**config.mk**
```make
export PLATFORM = sky130hd
export DESIGN_NAME = dsp_ccr_unit
export DESIGN_NICKNAME = d
export VERILOG_FILES = /design/src/rtl/ccr_pkg.sv /design/src/rtl/ccr_result_decode.sv /design/src/rtl/ccr_flag_regs.sv /design/src/rtl/ccr_loop_stack.sv /design/src/rtl/dsp_ccr_unit.sv
export SDC_FILE = /design/constraint.sdc
export NUM_CORES = 1
export LEC_CHECK = 0
export CORE_MARGIN = 5
export CORE_UTILIZATION = 32
export DETAILED_ROUTE_END_ITERATION = 7
export PLACE_DENSITY = 0.83
export SYNTH_ARGS = -nofsm -noshare
export SYNTH_HDL_FRONTEND = slang
export SYNTH_HIERARCHICAL = 1
export SYNTH_SLANG_ARGS = --single-unit
export TNS_END_PERCENT = 100
```
**constraint.sdc**
```tcl
create_clock -name clk -period 2.36 [get_ports clk]
set_input_delay 0.472 -clock clk [delete_from_list [all_inputs] [get_ports clk]]
set_output_delay 0.472 -clock clk [all_outputs]
set_load 0.01 [all_outputs]
```
**src/rtl/ccr_pkg.sv**
```systemverilog
package ccr_pkg;
  typedef enum logic [2:0] {
    OP_ARITH = 3'd0,
    OP_CMPS  = 3'd1,
    OP_DIVS  = 3'd2,
    OP_DIVQ  = 3'd3,
    OP_DMUL  = 3'd4,
    OP_SHIFT = 3'd5,
    OP_BTEST = 3'd6,
    OP_RCORR = 3'd7
  } op_class_e;

  // Ordered from status bit 12 down to bit 2.
  typedef struct packed {
    logic tst;
    logic c31;
    logic nq;
    logic cs;
    logic par;
    logic mn;
    logic n;
    logic ext;
    logic movf;
    logic ovf;
    logic z;
  } flags_t;

  localparam int FLAG_W = $bits(flags_t);
endpackage

```
**src/rtl/ccr_result_decode.sv**
```systemverilog
module ccr_result_decode #(
  parameter int RES_W    = 40,
  parameter int SIGN_BIT = 31,
  parameter int PAR_BIT  = 16
) (
  input  logic [RES_W-1:0] result,
  output logic             is_zero,
  output logic             is_ext,
  output logic             is_norm,
  output logic             msb,
  output logic             par_bit
);
  localparam int GUARD_W = RES_W - SIGN_BIT;

  logic [GUARD_W-1:0] guard;

  assign guard   = result[RES_W-1:SIGN_BIT];
  assign is_zero = ~|result;
  assign is_ext  = !((&guard) || (~|guard));
  assign is_norm = !is_ext && (result[SIGN_BIT] != result[SIGN_BIT-1]);
  assign msb     = result[RES_W-1];
  assign par_bit = result[PAR_BIT];
endmodule

```
**src/rtl/ccr_flag_regs.sv**
```systemverilog
module ccr_flag_regs
  import ccr_pkg::*;
(
  input  logic      clk,
  input  logic      rst_n,
  input  logic      upd,
  input  op_class_e cls,
  input  logic      is_zero,
  input  logic      is_ext,
  input  logic      is_norm,
  input  logic      msb,
  input  logic      par_bit,
  input  logic      carry31,
  input  logic      sign_a,
  input  logic      sign_b,
  input  logic      next_q,
  input  logic      bit_out,
  input  logic      ovf_in,
  input  logic      cond_test,
  output flags_t    flags
);
  flags_t nxt;

  always_comb begin
    nxt = flags;
    if (upd) begin
      nxt.z   = is_zero;
      nxt.n   = msb;
      nxt.ext = is_ext;
      nxt.ovf = ovf_in;
      nxt.par = par_bit;
      if (cls != OP_DMUL)
        nxt.c31 = carry31;
      if (cls == OP_DIVS || cls == OP_DIVQ)
        nxt.nq = ~next_q;
      if (cls == OP_CMPS)
        nxt.cs = sign_a ^ sign_b;
      if (cls == OP_SHIFT || cls == OP_BTEST)
        nxt.tst = bit_out;
    end
    // Sticky flags: a fresh set outranks a clearing test.
    if (upd && is_norm)
      nxt.mn = 1'b1;
    else if (cond_test)
      nxt.mn = 1'b0;
    if (upd && ovf_in)
      nxt.movf = 1'b1;
    else if (cond_test)
      nxt.movf = 1'b0;
  end

  always_ff @(posedge clk) begin
    if (!rst_n)
      flags <= '0;
    else
      flags <= nxt;
  end
endmodule

```
**src/rtl/ccr_loop_stack.sv**
```systemverilog
module ccr_loop_stack #(
  parameter int LSP_W = 2
) (
  input  logic             clk,
  input  logic             rst_n,
  input  logic             enter,
  input  logic             leave,
  output logic [LSP_W-1:0] lsp,
  output logic [LSP_W-1:0] bank,
  output logic             ovf_err
);
  localparam logic [LSP_W-1:0] TOP = {LSP_W{1'b1}};
  localparam logic [LSP_W-1:0] ONE = {{(LSP_W-1){1'b0}}, 1'b1};

  logic push_only, pop_only;

  assign push_only = enter && !leave;
  assign pop_only  = leave && !enter;

  always_ff @(posedge clk) begin
    if (!rst_n) begin
      lsp     <= '0;
      ovf_err <= 1'b0;
    end else begin
      ovf_err <= push_only && (lsp == TOP);
      if (push_only && lsp != TOP)
        lsp <= lsp + ONE;
      else if (pop_only && lsp != '0)
        lsp <= lsp - ONE;
    end
  end

  // Level 0 (no loop) shares the first bank.
  assign bank = (lsp == '0) ? ONE : lsp;
endmodule

```
**src/rtl/dsp_ccr_unit.sv**
```systemverilog
module dsp_ccr_unit #(
  parameter int RES_W    = 40,
  parameter int SIGN_BIT = 31,
  parameter int PAR_BIT  = 16,
  parameter int LSP_W    = 2
) (
  input  logic                            clk,
  input  logic                            rst_n,
  input  logic                            alu_valid,
  output logic                            alu_ready,
  input  logic [2:0]                      alu_class,
  input  logic [RES_W-1:0]                alu_result,
  input  logic                            alu_carry31,
  input  logic                            alu_sign_a,
  input  logic                            alu_sign_b,
  input  logic                            alu_next_q,
  input  logic                            alu_bit_out,
  input  logic                            alu_ovf,
  input  logic                            cond_test,
  input  logic                            loop_enter,
  input  logic                            loop_exit,
  output logic [LSP_W+ccr_pkg::FLAG_W+2:0] ccr_q,
  output logic [LSP_W-1:0]                loop_bank,
  output logic                            loop_ovf_err
);
  import ccr_pkg::*;

  logic       is_zero, is_ext, is_norm, msb, par_bit;
  flags_t     flags;
  logic [LSP_W-1:0] lsp;
  op_class_e  cls;

  assign alu_ready = 1'b1;
  assign cls       = op_class_e'(alu_class);

  ccr_result_decode #(
    .RES_W(RES_W), .SIGN_BIT(SIGN_BIT), .PAR_BIT(PAR_BIT)
  ) u_dec (
    .result(alu_result), .is_zero(is_zero), .is_ext(is_ext),
    .is_norm(is_norm), .msb(msb), .par_bit(par_bit)
  );

  ccr_flag_regs u_flags (
    .clk(clk), .rst_n(rst_n), .upd(alu_valid && alu_ready), .cls(cls),
    .is_zero(is_zero), .is_ext(is_ext), .is_norm(is_norm), .msb(msb),
    .par_bit(par_bit), .carry31(alu_carry31), .sign_a(alu_sign_a),
    .sign_b(alu_sign_b), .next_q(alu_next_q), .bit_out(alu_bit_out),
    .ovf_in(alu_ovf), .cond_test(cond_test), .flags(flags)
  );

  ccr_loop_stack #(.LSP_W(LSP_W)) u_loop (
    .clk(clk), .rst_n(rst_n), .enter(loop_enter), .leave(loop_exit),
    .lsp(lsp), .bank(loop_bank), .ovf_err(loop_ovf_err)
  );

  assign ccr_q = {lsp, 1'b0, flags, 2'b00};
endmodule

```
==> impl_results.md <==
- Status: completed
- Top cells by area, synth: dfxtp_1 34%, mux2i_1 6.1%, buf_4 5.5%
- Number of core rows: 18
- N_diodes: 0
- First-pass GRT wire length: 4.27 mm
- Critical path capture point type: output port
- Clock buffer count from CTS: 3
- Setup TNS: 0 ns
- FMAX: 537 MHz
- Clk_skew: 0.000213 ns
- Routed via count: 917
- EDFF count, synth: 0
- YS warnings: 6
- Normalized max-slew margin: 0.666
- CTS sink cnt: 14
- Fin crit period: 1.86 ns
- Worst-margin pin slew: 0.499 ns
- DIE HEIGHT: 60.5 um
- Post-layout util: 0.630
- Hold Startpoint: u_flags/flags[10]$_SDFFE_PN0P_
- Hold_buf cts: 0
- Global route overflow: 0
- Critical R2R Capture: u_loop/lsp[0]$_SDFFE_PN0P_
- # DRC: 0
- 1st-pass router iterations: 2
- Max Transition Viols Final: 0
- ANT nets after route: 0
- Cell Area, Synth: 815 um^2
- Pleak: 0.000601 uW
- Max_cap viols: 0
- Crit Path Class: reg -> out
- Drt via density: 4.78
- Largest net degree at the start of global routing: 15
- Core area: 2450 um^2
- Share of layout cells above drive strength 1: 0.0617
- Ys async rst share: 0
- Top FF cell, synth: dfxtp_1
- Initial cell density of the core: 0.332
- Synth cell count leaders: 14 x dfxtp_1, 10 x nand2_1, 6 x buf_4, 6 x nor2b_1, 6 x nor4_1
- Post-Synthesis Cells: 94
- Clock-pin slew on the worst setup and hold paths: 0.08 ns
- Count leader, synth: dfxtp_1
- Worst vdd ir: 0.293 mV
- Final nets: 219
- WHS Endpoint: u_flags/flags[10]$_SDFFE_PN0P_
- Dpl hpwl: 2.24 mm
- Worst skew pair latency: 0.28 ns
- Drt total wl: 2.66 mm
- Netlist cell types: 35
- Synthesis-to-finish area growth: 89.9%
- CP max FO: 8
- DRT iter0 DRCs: 33
- CTS Buffer Depth: 2
- Fin crit share: 0.790
- Reg-to-reg slack, setup: 1.34 ns
- Seq/Total Area, Yosys: 0.344
- TritonCTS clock tree: built
- Synth area leader: dfxtp_1
- Vias in the first global route: 1,022
- CP required: 1.89 ns
- #FFs+latches synth: 14
- # setup viols final: 0
- H-tree Lvls: 1
- # port buffers: 70
- Die width: 60.5 um
- PostCTS Resize Cnt: 0
- Cell Pwr Density: 386 nW/um^2
- Worst Hold Class: reg -> reg
- # IOs: 75
- Critical Path AT: 1.39 ns
- WL/cell: 13.8 um
- R2R cell count: 2
- Initial antenna violation count: 0
- DIE AREA: 3650 um^2
- Hold Fails Final Rpt: 0
- WHS Path Cells: 2
- Total Routing Usage GR: 0.154
- RSZ-0062 raised after global routing: no
- Type of origin of the critical path: flip-flop
- Reg2Reg Launch Point: u_loop/lsp[0]$_SDFFE_PN0P_
- Synthesized area per cell: 8.67 um^2
- RePlAce Congestion: 0.729
- CTS Root Cell: clkbuf_4
- Post-CTS Setup Bufs: 0
- Top cell type's share of synthesized area: 0.344
cells in the final DEF, fill, tap and decap left out, types with 2 or more instances in the layout:
master	count
clkdlybuf4s50_1	70
dfxtp_1	14
nand2_1	10
nor4_1	6
nor2b_1	6
mux2i_1	5
conb_1	4
nand4_1	4
nand2b_1	4
clkbuf_4	3
inv_1	3
nor3_1	3
nor4_2	2
nor2_1	2
a21boi_0	2
nand3_1	2
o211a_1	2
o21ai_0	2
layer usage:
layer	part of all wire	global-route usage
met1	0.37	0.151
met2	0.47	0.287
met3	0.16	0.0702
met4	0.0083	0.0464
met5	0	0
cells by family (layout without fill, tap and decap cells):
| family | Yosys count | in the layout | share of synthesized area |
|---|---|---|---|
| other | 2 | 4 | 0.00922 |
| AND/OR/NAND/NOR | 46 | 46 | 0.350 |
| multiplexers | 5 | 5 | 0.0614 |
| adder cells (fa/ha/maj) | 1 | 1 | 0.0154 |
| buffers and inverters | 12 | 78 | 0.0845 |
| AO/OA/AOI/OAI | 12 | 12 | 0.114 |
| XOR/XNOR | 2 | 2 | 0.0215 |
| flip-flops | 14 | 14 | 0.344 |
per-stage QoR:
stage               hold slack (ns)  setup slack (ns)  instance area (um^2)  power, uW  cells
detailed placement            0.458             0.394                  1510        430    188
global placement              0.449             0.490                  1510        425    188
floorplan                     0.482             0.997                   822        310     96
global route                  0.493             0.387                  1550        632    192
CTS                           0.469             0.478                  1550        606    192
finish                        0.468             0.496                  1550        597    192
cell type report:
cell class / instances / area (um^2)
timing repair buffer: 71 / 708
inverter: 3 / 11.3
fill: 198 / 908
clock buffer: 4 / 36.3
sequential: 14 / 280
tap: 30 / 37.5
multi-input combinational: 70 / 473
state kept, by name, indices dropped and copies added (netlist names):
register	cells
u_loop/ovf_err	1
u_loop/lsp	2
u_flags/flags	11
power breakdown:
| part | internal, uW | leakage [uW] | total, uW | switching [uW] |
|---|---|---|---|---|
| clock network | 94.0 | 0.0000210 | 173 | 79.3 |
| logic | 118 | 0.000466 | 171 | 52.7 |
| registers | 246 | 0.000115 | 253 | 6.90 |
| total | 458 | 0.000601 | 597 | 139 |
worst max-delay path: stages, from the launching register on:
cell	delay [ns]
dfxtp_1	0.44
nand2b_1	0.13
clkdlybuf4s50_1	0.53
worst max path at each step:
stage / start / to / cells past startpoint
3_3_place_gp: alu_result[31] / u_flags/flags[0]$_SDFFE_PN0P_ / 8
6_report: u_loop/lsp[0]$_SDFFE_PN0P_ / loop_bank[0] / 2
4_1_cts: u_loop/lsp[0]$_SDFFE_PN0P_ / loop_bank[0] / 2
3_5_place_dp: alu_result[31] / u_flags/flags[0]$_SDFFE_PN0P_ / 8
2_1_floorplan: alu_result[31] / u_flags/flags[0]$_SDFFE_PN0P_ / 7
5_1_grt: u_loop/lsp[0]$_SDFFE_PN0P_ / loop_bank[0] / 2
Note: power is estimated with default switching activity, not from simulation.
